[config.mk]
export PLATFORM = sky130hd
export DESIGN_NAME = fault_inject_top
export DESIGN_NICKNAME = d
export VERILOG_FILES = /design/src/rtl/fi_pkg.sv /design/src/rtl/fi_stage_reg.sv /design/src/rtl/fi_arm_ctrl.sv /design/src/rtl/fi_bus_mux.sv /design/src/rtl/fault_inject_top.sv
export SDC_FILE = /design/constraint.sdc
export NUM_CORES = 1
export LEC_CHECK = 0
export BUFFER_PORTS_ARGS = -buffer_cell sky130_fd_sc_hd__buf_4
export CAP_MARGIN = 20
export CORE_MARGIN = 4
export CORE_UTILIZATION = 35
export DETAILED_ROUTE_END_ITERATION = 6
export SYNTH_ARGS = -nofsm -noshare
export SYNTH_HDL_FRONTEND = slang
export SYNTH_HIERARCHICAL = 1
export SYNTH_SLANG_ARGS = --single-unit
export TNS_END_PERCENT = 20
[constraint.sdc]
create_clock -name clk -period 1.65 [get_ports clk]
set_input_delay 0.4125 -clock clk [delete_from_list [all_inputs] [get_ports clk]]
set_output_delay 0.4125 -clock clk [all_outputs]
set_load 0.01 [all_outputs]
[src/rtl/fi_pkg.sv]
package fi_pkg;
  localparam int CFG_W       = 2;
  localparam int CFG_ARM_BIT = 0;
  localparam int CFG_REL_BIT = 1;

  typedef enum logic [1:0] {
    OWN_IDLE = 2'd0,
    OWN_CPU  = 2'd1,
    OWN_DBG  = 2'd2
  } bus_own_e;
endpackage

[src/rtl/fi_stage_reg.sv]
module fi_stage_reg #(
  parameter int ADDR_W = 16,
  parameter int DATA_W = 32
) (
  input  logic              clk,
  input  logic              rst_n,
  input  logic              armed,
  input  logic              ld_valid,
  output logic              ld_ready,
  input  logic              ld_we,
  input  logic [ADDR_W-1:0] ld_addr,
  input  logic [DATA_W-1:0] ld_data,
  output logic              st_we,
  output logic [ADDR_W-1:0] st_addr,
  output logic [DATA_W-1:0] st_data,
  output logic              err
);
  // The load stream never stalls; loads taken while armed are dropped.
  assign ld_ready = 1'b1;

  always_ff @(posedge clk) begin
    if (!rst_n) begin
      st_we   <= 1'b0;
      st_addr <= '0;
      st_data <= '0;
      err     <= 1'b0;
    end else if (ld_valid) begin
      if (armed) begin
        err <= 1'b1;
      end else begin
        st_we   <= ld_we;
        st_addr <= ld_addr;
        st_data <= ld_data;
      end
    end
  end
endmodule

[src/rtl/fi_arm_ctrl.sv]
module fi_arm_ctrl
  import fi_pkg::*;
(
  input  logic             clk,
  input  logic             rst_n,
  input  logic             cfg_sel,
  input  logic [CFG_W-1:0] cfg_val,
  input  logic             trigger,
  input  logic             go,
  output logic             armed,
  output logic             fi_exec,
  output logic             release_pulse,
  output logic             go_pulse
);
  logic rel_en_q;
  logic go_q;
  logic fire;

  assign fire = trigger & armed;

  always_ff @(posedge clk) begin
    if (!rst_n) begin
      armed         <= 1'b0;
      rel_en_q      <= 1'b0;
      fi_exec       <= 1'b0;
      release_pulse <= 1'b0;
      go_q          <= 1'b0;
      go_pulse      <= 1'b0;
    end else begin
      fi_exec       <= fire;
      release_pulse <= fire & rel_en_q;
      go_q          <= go;
      go_pulse      <= go & ~go_q;
      // One-shot: a fire disarms even if a config write lands on the same edge.
      if (fire)
        armed <= 1'b0;
      else if (cfg_sel)
        armed <= cfg_val[CFG_ARM_BIT];
      if (cfg_sel)
        rel_en_q <= cfg_val[CFG_REL_BIT];
    end
  end
endmodule

[src/rtl/fi_bus_mux.sv]
module fi_bus_mux
  import fi_pkg::*;
#(
  parameter int ADDR_W = 16,
  parameter int DATA_W = 32
) (
  input  logic              clk,
  input  logic              rst_n,
  input  logic              launch_fi,
  input  logic              launch_go,
  input  logic              st_we,
  input  logic [ADDR_W-1:0] st_addr,
  input  logic [DATA_W-1:0] st_data,
  input  logic              cpu_req,
  input  logic              cpu_we,
  input  logic [ADDR_W-1:0] cpu_addr,
  input  logic [DATA_W-1:0] cpu_wdata,
  input  logic [DATA_W-1:0] mem_rdata,
  output logic              mem_req,
  output logic              mem_we,
  output logic [ADDR_W-1:0] mem_addr,
  output logic [DATA_W-1:0] mem_wdata,
  output logic              cpu_gnt,
  output logic [DATA_W-1:0] dbg_rdata,
  output logic              dbg_rvalid
);
  bus_own_e own_q;
  logic     dbg_launch;
  logic     rd_pend;

  assign dbg_launch = launch_fi | launch_go;
  assign mem_req    = (own_q != OWN_IDLE);
  assign cpu_gnt    = (own_q == OWN_CPU);
  assign rd_pend    = (own_q == OWN_DBG) && !mem_we;

  always_ff @(posedge clk) begin
    if (!rst_n) begin
      own_q      <= OWN_IDLE;
      mem_we     <= 1'b0;
      mem_addr   <= '0;
      mem_wdata  <= '0;
      dbg_rdata  <= '0;
      dbg_rvalid <= 1'b0;
    end else begin
      dbg_rvalid <= rd_pend;
      if (rd_pend)
        dbg_rdata <= mem_rdata;
      if (dbg_launch) begin
        own_q     <= OWN_DBG;
        mem_we    <= launch_fi | st_we;
        mem_addr  <= st_addr;
        mem_wdata <= st_data;
      end else if (cpu_req) begin
        own_q     <= OWN_CPU;
        mem_we    <= cpu_we;
        mem_addr  <= cpu_addr;
        mem_wdata <= cpu_wdata;
      end else begin
        own_q     <= OWN_IDLE;
        mem_we    <= 1'b0;
      end
    end
  end
endmodule

[src/rtl/fault_inject_top.sv]
module fault_inject_top
  import fi_pkg::*;
#(
  parameter int ADDR_W = 16,
  parameter int DATA_W = 32
) (
  input  logic              clk,
  input  logic              rst_n,
  input  logic              cfg_sel,
  input  logic [CFG_W-1:0]  cfg_val,
  input  logic              stg_valid,
  output logic              stg_ready,
  input  logic              stg_we,
  input  logic [ADDR_W-1:0] stg_addr,
  input  logic [DATA_W-1:0] stg_data,
  input  logic              go,
  input  logic              trigger,
  input  logic              cpu_req,
  input  logic              cpu_we,
  input  logic [ADDR_W-1:0] cpu_addr,
  input  logic [DATA_W-1:0] cpu_wdata,
  output logic              cpu_gnt,
  output logic              mem_req,
  output logic              mem_we,
  output logic [ADDR_W-1:0] mem_addr,
  output logic [DATA_W-1:0] mem_wdata,
  input  logic [DATA_W-1:0] mem_rdata,
  output logic [DATA_W-1:0] dbg_rdata,
  output logic              dbg_rvalid,
  output logic              fi_exec,
  output logic              dbg_release,
  output logic              armed,
  output logic              stage_err
);
  logic              st_we;
  logic [ADDR_W-1:0] st_addr;
  logic [DATA_W-1:0] st_data;
  logic              go_pulse;

  fi_arm_ctrl u_arm (
    .clk          (clk),
    .rst_n        (rst_n),
    .cfg_sel      (cfg_sel),
    .cfg_val      (cfg_val),
    .trigger      (trigger),
    .go           (go),
    .armed        (armed),
    .fi_exec      (fi_exec),
    .release_pulse(dbg_release),
    .go_pulse     (go_pulse)
  );

  fi_stage_reg #(.ADDR_W(ADDR_W), .DATA_W(DATA_W)) u_stage (
    .clk     (clk),
    .rst_n   (rst_n),
    .armed   (armed),
    .ld_valid(stg_valid),
    .ld_ready(stg_ready),
    .ld_we   (stg_we),
    .ld_addr (stg_addr),
    .ld_data (stg_data),
    .st_we   (st_we),
    .st_addr (st_addr),
    .st_data (st_data),
    .err     (stage_err)
  );

  fi_bus_mux #(.ADDR_W(ADDR_W), .DATA_W(DATA_W)) u_mux (
    .clk       (clk),
    .rst_n     (rst_n),
    .launch_fi (fi_exec),
    .launch_go (go_pulse),
    .st_we     (st_we),
    .st_addr   (st_addr),
    .st_data   (st_data),
    .cpu_req   (cpu_req),
    .cpu_we    (cpu_we),
    .cpu_addr  (cpu_addr),
    .cpu_wdata (cpu_wdata),
    .mem_rdata (mem_rdata),
    .mem_req   (mem_req),
    .mem_we    (mem_we),
    .mem_addr  (mem_addr),
    .mem_wdata (mem_wdata),
    .cpu_gnt   (cpu_gnt),
    .dbg_rdata (dbg_rdata),
    .dbg_rvalid(dbg_rvalid)
  );
endmodule

======== Yosys cells after proc, flatten, opt, wreduce, memory -nomap -nowiden ========
Cells that the tools add are included.
storage, ports and cells
  output and inout port bits .............. 89
  register bits ........................... 140
  word-level logic and storage cells ...... 43
  input port bits ......................... 139
cells by class
  equal/unequal tests ..................... 2
  bitwise gates (word level) .............. 8
  multiplexer cells ....................... 8
  reductions and logical operators ........ 8
operators with widths
  cell                                                              number
  32-bit 2-to-1 mux                                                 2
  16-bit 2-to-1 mux                                                 2
  2-bit AND reduction                                               2
  2-bit nonzero test                                                2
  2-bit OR reduction                                                2
  1-bit bitwise AND                                                 3
  1-bit 2-to-1 mux                                                  3
  1-bit inverter                                                    3
  2-bit by 1-bit == test with 1-bit output (second input constant)  1
  2-bit == test (second input constant)                             1
  2-bit 2-to-1 mux                                                  1
  1-bit OR                                                          2
  1-bit logical AND                                                 1
  1-bit zero test                                                   1

======== Depth between registers and ports, before layout ========
Gate-level depths: netlist of the first run.
  depth after elaboration ................. 2
  mapped depth ............................ 5
  mapped depth without buffers ............ 2

======== By module ========
Netlist of the first run, hierarchy kept.
modules (own cells, without submodules)
  module        cells each  sequential area each (um^2)  area each (um^2)  instances
  fi_bus_mux    379         1681.6                       4145.2            1
  fi_stage_reg  219         1001.0                       2003.2            1
  fi_arm_ctrl   15          120.1                        182.7             1

======== Worst setup path before layout of the first run ========
No wires, ideal clock.
  path type ............................... input to register
  from .................................... input cpu_req
  to ...................................... register u_mux.mem_wdata[23]
  setup slack ............................. 277 ps
  data required time ...................... 1528 ps
  arrival ................................. 1251 ps
  buffers on the path ..................... 2
  setup time .............................. 122 ps
  stages on the path ...................... 4
  cells stage by stage .................... buf_6 -> buf_8 -> mux2_4 -> o311a_1
on the way
  cells in the longest elaborated chain, start to end .. 1
ends and longest elaborated chain
  element                              line                    text
  start, declared                      fault_inject_top.sv:18  input logic cpu_req,
  2-bit nonzero test (no source line)  -
  end signal, assigned                 fi_bus_mux.sv:52        mem_wdata <= st_data;
  end signal, assigned                 fi_bus_mux.sv:57        mem_wdata <= cpu_wdata;
  end, declared                        fi_bus_mux.sv:22        output logic [DATA_W-1:0] mem_wdata,
Every way passes these cells.
A chain may end at the register's enable or synchronous reset.

======== Worst setup path after layout of the first run ========
  from .................................... register u_arm.fi_exec
  to ...................................... output fi_exec
RTL lines
  element                 line                    text
  start, declared         fi_arm_ctrl.sv:11       output logic fi_exec,
  start signal, assigned  fi_arm_ctrl.sv:30       fi_exec <= fire;
  end, declared           fault_inject_top.sv:30  output logic fi_exec,
No word-level cell between the ends.

==> results of run 1 <==
[cell type report]
cell class / instances / area [µm²] / share of cell area (%)
Sequential cell: 140 / 2810 / 31.70
Timing Repair Buffer: 243 / 2016 / 22.73
Clock inverter: 10 / 137.6 / 1.552
Tap cell: 225 / 281.5 / 3.175
Clock buffer: 21 / 481.7 / 5.433
Multi-Input combinational cell: 410 / 3139 / 35.41
[per-stage QoR]
step                hold WS, ns  util (%)  cell area, µm²  instances
floorplan                0.3674         -            6331        613
CTS                      0.2063     50.41            8841       1048
detailed placement       0.3732     46.84            8214       1017
global placement         0.3660     46.84            8214       1017
finish                   0.2260     50.56            8866       1049
global route             0.2271     50.56            8866       1049
[sequential cells by signal, indices dropped and copies added (netlist names)]
register and cells:
u_arm/armed 1, u_arm/fi_exec 1, u_arm/go_pulse 1, u_arm/go_q 1
u_arm/rel_en_q 1, u_arm/release_pulse 1, u_mux/dbg_rdata 32, u_mux/dbg_rvalid 1
u_mux/mem_addr 16, u_mux/mem_wdata 32, u_mux/mem_we 1, u_mux/own_q 2
u_stage/err 1, u_stage/st_addr 16, u_stage/st_data 32, u_stage/st_we 1
[placed cells by master (no fill, tap or decap), drive strengths merged]
cell,n
o21bai,48
nor3b,1
and3,3
or2,1
buf,242
conb,1
clkinvlp,2
clkbuf,22
nor2,1
nand2,163
mux2,49
nand3b,1
bufinv,3
dfxtp,140
nor2b,6
clkinv,5
o311a,48
a21oi,2
and2,3
a21boi,1
mux2i,82
[how the worst max path moves through the flow]
| stage | to | slack (ns) |
|---|---|---|
| 3_3_place_gp | u_mux/mem_addr[4]$_SDFFE_PN0P_ | 0.16 |
| 2_1_floorplan | u_mux/mem_wdata[23]$_SDFFE_PN0P_ | 0.28 |
| 5_1_grt | fi_exec | 0.02 |
| 3_5_place_dp | u_mux/mem_wdata[30]$_SDFFE_PN0P_ | 0.13 |
| 6_report | fi_exec | 0.08 |
| 4_1_cts | fi_exec | 0.004 |
[power breakdown]
group | switching [mW] | internal, mW
sequential | 0.129 | 3.61
clock | 1.43 | 2.54
combinational | 0.570 | 0.841
[per-layer routing]
layer | global-route usage, % | up-vias
li1 | - | 2534
met1 | 19.53 | 2453
met2 | 26.66 | 174
met3 | 5.444 | 17
met4 | 4.852 | 0
met5 | 0 | -
[what timing repair did]
| item | CTS | global route |
|---|---|---|
| buffers inserted | 0 | 0 |
| resized for setup | 1 | 0 |
| endpoints found under the setup margin | 1 | 1 |
| cloned | 0 | 1 |
[cells by family after synthesis]
logic type / after synthesis / synth area share, %
flops: 140 / 44.27
mux: 131 / 24.53
compound gates: 99 / 13.56
other cells: 1 / 0.05923
buf+inv: 63 / 6.225
simple gates: 179 / 11.36
==> run summary, run 1 <==
outcome - finished, final reports clean
hold_buf cts - 0
num rows - 48
initial antenna violation count - 0
global-route wire length before repair - 26340 µm
WL per Instance - 16.11 µm
# DRC - 0
setup_tns - 0 ns
Cells on Worst Hold Path - 2
post-synth cell types - 25
CP Cell Sequence - buf_16 -> buf_4
Die Span Y - 142.5 µm
Post-Synthesis Cells - 613
HP Class - input port to flip-flop
met2 wire length - 8090 µm
number of global-route vias before repair - 5326
die width - 142.5 µm
core region area - 0.01754 mm²
synthesized net count - 752
clock sinks - 140
Worst setup EP type - output port
Yosys top cell area share - 44.27%
most common cell in the synthesized netlist - nand2_1
I/O pin count - 228
top cells by count, synth - nand2_1 (163), dfxtp_1 (140), mux2i_1 (82)
total grt overflow - 0
max cap viols - 0
CTS tree - built
largest net degree at the start of global routing - 56
total track usage - 15.98%
Worst-path clk slew - 0.06 ns
Slowest Stage Delay on Critical Path - 0.41 ns
top post-synthesis cells by area - dfxtp_1 (44%), mux2i_1 (13%), mux2_4 (11%)
routed wl met3 - 1244 µm
via count - 5178
clock latency on the worst-skew pair - 0.41 ns
WS Path Type - flip-flop to output port
CP max stage cell - dfxtp_4
peak supply drop - 0.6902 mV
Post-synth EDFFs - 0
First-pass DRT Iterations - 4
Worst Path Required - 1.24 ns
# port buffers - 226
Clock Skew - 0.009334 ns
clk buf depth - 2
Syn Area/Cell - 10.33 µm²
# diodes - 0
commonest register cell after synthesis - dfxtp_1
final worst setup slack - 0.07925 ns
CTS root buffer - clkbuf_16
post-synth top area cell - dfxtp_1
yosys warns - 6
kind of start point of the critical path - flip-flop
Worst path depth - 2
worst r2r path cells - 3
RR Startpoint - u_mux/own_q[1]$_SDFF_PN0_
Final Hold Viols - 0
top routing layer used - met4
critical path peak fanout - 28
nets - 951
post-route ant nets - 0
total power draw - 9.110 mW
Num CTS Buffers - 17
layout cell share with drive strength beyond 1 - 39.56%
Slew Limit Fails - 0
min cycle time layout - 1.571 ns
r2r setup slk - 0.46 ns
R2R Path End - u_mux/dbg_rdata[21]$_SDFFE_PN0P_
WL final - 16900 µm
cell family with most CP delay - flip-flops
ys async rst share - 0%
pwr/cell area - 1027 mW/mm²
Final setup viols - 0
htree depth - 4
synthesized area - 0.006331 mm²
worst setup path start - u_arm/fi_exec$_SDFF_PN0_
CP Buf/Inv Count - 2
hpwl dp - 12010 µm
GPL Wtd Cong - 0.8269
fin crit share - 95.20%
Pleak - 4.193 nW
Layout area overhead - 40.04%
hold_sp - go
RSZ-0062 raised after global routing - false
flops & latches, synth - 140
WHS Endpoint - u_arm/go_q$_SDFF_PN0_
filler instances - 1597
vias per cell - 4.936
Worst Path Arrival - 1.16 ns
Worst Setup Slack post-DPL - 0.1330 ns
1st-iter DRT viols - 168
die area - 0.02030 mm²
Starting Density - 36.10%
Seq/Total Area, Yosys - 44.27%
Achievable Freq - 636.6 MHz
WL met1 - 7279 µm
(Power assumes the default switching activity.)
==> inputs of run 2 (changes only) <==
CORE_UTILIZATION = 48   (was 35)
PLACE_DENSITY = 0.8   (was default)
SYNTH_HIERARCHICAL = default   (was 1)
==> run summary, run 2 <==
HP Class - input port to flip-flop
NetSw - 2.024 mW (-4.7%)
Achievable Freq - 618.0 MHz (-2.9%)
nets - 946 (-0.53%)
Worst Path Arrival - 1.21 ns (+0.05 ns)
clock sinks - 140 (unchanged)
Syn Area/Cell - 8.872 µm² (-14%)
First-pass DRT Iterations - 5 (+1)
peak supply drop - 0.5908 mV (-14%)
post-route cell area - 0.007818 mm² (-12%)
num rows - 38 (-21%)
initial antenna violation count - 0 (unchanged)
GPL Wtd Cong - 0.8114 (-1.9%)
fin crit share - 98.07% (+2.9 points)
biggest regs - u_mux.dbg_rdata (32), u_mux.mem_wdata (32), u_stage.st_data (32)
largest net degree at the start of global routing - 112 (+100%)
total power draw - 8.945 mW (-1.8%)
Final setup viols - 0 (unchanged)
busiest grt layer - met2
Num CTS Buffers - 17 (unchanged)
Slew Limit Fails - 0 (unchanged)
clock latency on the worst-skew pair - 0.51 ns (+0.10 ns)
Post-DP Area - 0.007161 mm² (-13%)
post-synth top area cell - dfxtp_1
core region area - 0.01089 mm² (-38%)
# DRC - 0 (unchanged)
CTS tree - built
xor/xnor share of the synthesized area - 0% (unchanged)
global-route wire length before repair - 22450 µm (-15%)
synthesized area - 0.005376 mm² (-15%)
max cap viols - 0 (unchanged)
Post-Synthesis Cells - 606 (-1.1%)
Layout area overhead - 45.40%
GR Util met3 - 5.729% (+0.29 points)
filler instances - 847 (-47%)
Final Hold Viols - 0 (unchanged)
Synth Area in Adders - 0% (unchanged)
layout cell share with drive strength beyond 1 - 33.33% (-6.2 points)
RR Startpoint - u_arm.fi_exec$_SDFF_PN0_
most common cell in the synthesized netlist - dfxtp_1
clk buf depth - 2 (unchanged)
I/O pin count - 228 (unchanged)
Post-synth EDFFs - 0 (unchanged)
Pleak - 3.499 nW (-17%)
kind of start point of the critical path - flip-flop
flops & latches, synth - 140 (unchanged)
Die Span Y - 113.8 µm (-20%)
commonest register cell after synthesis - dfxtp_1
critical path peak fanout - 3 (-89%)
Starting Density - 49.38% (+13 points)
htree depth - 4 (unchanged)
hold_sp - mem_rdata[15]
RSZ-0062 raised after global routing - true
largest family of logic cells by synthesized area - compound AO/OA/AOI/OAI gates
fin cells - 959 (-8.6%)
number of global-route vias before repair - 4755 (-11%)
grt met1 use - 23.73% (+4.2 points)
Comb pwr share - 12.5% (-3.0 points)
yosys warns - 0 (-6)
worst setup path start - u_mux.own_q[1]$_SDFF_PN0_
worst hold slack - 0.1139 ns (-0.1120 ns)
Clock Skew - 0.01133 ns (+0.002000 ns)
Seq/Total Area, Yosys - 52.13% (+7.9 points)
area of the multi-input gates - 0.002321 mm² (-26%)
Simple-Gate Fraction of Synth Area - 14.41% (+3.0 points)
CTS root buffer - clkbuf_8
Worst setup endpoint - mem_req
total grt overflow - 0 (unchanged)
top cells by count, synth - dfxtp_1 (140), nand2_1 (133), o21ai_0 (73), a21oi_1 (50), mux2i_1 (50)
Clk pwr share - 46.0% (+2.5 points)
pwr/cell area - 1144 mW/mm² (+11%)
vias per cell - 5.113 (+3.6%)
hpwl dp - 10150 µm (-15%)
most frequent cells in the layout - buf_4 (226), dfxtp_1 (137), nand2_1 (133)
internal power - 6.921 mW (-0.92%)
grt met2 use - 38.63% (+12 points)
Worst-path clk slew - 0.06 ns (about the same)
switching part of the total - 22.63% (-0.69 points)
1st-iter DRT viols - 266 (+58%)
synthesized net count - 745 (-0.93%)
placed instance count - 928 (-8.8%)
Setup Buffers After CTS - 0 (unchanged)
die width - 113.8 µm (-20%)
outcome - finished, final reports clean
post-route ant nets - 0 (unchanged)
Seq pwr share - 41.5% (+0.5 points)
WS Path Type - flip-flop to output port
Worst Path Required - 1.24 ns (about the same)
r2r setup slk - 0.42 ns (-0.04 ns)
WL final - 14410 µm (-15%)
post-synth cell types - 24 (-4.0%)
# diodes - 0 (unchanged)
Storage cell area - 0.002806 mm² (-0.13%)
top post-synthesis cells by area - dfxtp_1 (52%), mux2i_1 (9.3%), nand2_1 (9.3%)
worst r2r path cells - 4 (+1)
hold_buf cts - 0 (unchanged)
min cycle time layout - 1.618 ns (+0.04746 ns)
R2R Path End - u_mux.mem_wdata[9]$_SDFFE_PN0P_
WL per Instance - 15.03 µm (-6.7%)
Yosys top cell area share - 52.13% (+7.9 points)
via count - 4903 (-5.3%)
# port buffers - 226 (unchanged)
die area - 0.01296 mm² (-36%)
ys async rst share - 0% (unchanged)
Worst setup EP type - output port
Synth Area in Compound Gates - 19.04% (+5.5 points)
total track usage - 21.53% (+5.5 points)
commonest non-fill, non-tap cell in the layout - buf_4
post-synthesis mux area share - 9.309% (-15 points)
==> run 2: changes by cell type after synthesis, sizes merged, moves of 11 or more <==
| cell | before | now |
|---|---|---|
| mux2 | 49 | 0 |
| mux2i | 82 | 50 |
| clkbuf | 31 | 20 |
| o311a | 48 | 0 |
| o21ai | 0 | 81 |
| nand2 | 163 | 133 |
| nand3 | 0 | 32 |
| o21bai | 48 | 0 |
| a21oi | 2 | 50 |
| a21boi | 1 | 49 |
==> run 2: through the flow <==
step | util, % | setup WS, ns | TNS, ns
final | 71.80 | 0.03179 | 0
after global routing | 71.80 | -0.005780 | -0.005780
after CTS | 71.79 | 0.01320 | 0
after detailed placement | 65.77 | 0.3169 | 0
after global placement | 65.77 | 0.3398 | 0
after floorplan | - | 0.4856 | 0
==> run 2: timing repair <==
item / in CTS / in global routing
resized for setup: 4 / 1
endpoints found under the hold margin: 0 / 0
endpoints found under the setup margin: 1 / 2
gates cloned: 0 / 0
pin swaps: 0 / 0
==> run 2: logic make-up after synthesis <==
family          count (synthesis)
flops                         140
compound gates                180
simple gates                  182
mux                            50
buf+inv                        53
other cells                     1
==> run 2: how the worst min path moves through the flow <==
stage | depth (start not counted) | slack (ns) | end
5_1_grt | 3 | 0.1 | u_mux.dbg_rdata[8]$_SDFFE_PN0P_
2_1_floorplan | 1 | 0.37 | u_arm.go_pulse$_SDFF_PN0_
4_1_cts | 3 | 0.1 | u_mux.dbg_rdata[21]$_SDFFE_PN0P_
6_report | 3 | 0.11 | u_mux.dbg_rdata[15]$_SDFFE_PN0P_
3_5_place_dp | 1 | 0.38 | u_arm.go_pulse$_SDFF_PN0_
3_3_place_gp | 1 | 0.37 | u_arm.go_pulse$_SDFF_PN0_
==> run 2: layout make-up <==
cell class / count / share of cell area (%)
Multi-Input combinational cell: 413 / 29.69
Sequential cell: 140 / 35.90
Clock inverter: 10 / 2.401
Tap cell: 140 / 2.241
Timing Repair Buffer: 235 / 23.90
Clock buffer: 21 / 5.874
==> run 2: worst max-delay path, stage by stage, from the launching register on <==
cell	delay, ns
dfxtp_2	0.33
or2_4	0.25
buf_6	0.12
==> run 2: per-layer routing <==
layer	routed length [µm]	vias to the layer above	part of all wire (%)
met3	949	25	6.6
met4	361	0	2.5
met2	7541	146	52
met5	0	-	0
li1	-	2462	-
met1	5561	2270	39
==> run 2: power groups by stage <==
stage                     logic [mW]  registers, mW  clock network (mW)
after global placement          1.09           3.77                   0
final                           1.12           3.71                4.12
after floorplan                0.473           3.82                   0
after CTS                       1.13           3.71                4.18
after global routing            1.22           3.74                4.34
after detailed placement        1.12           3.78                   0
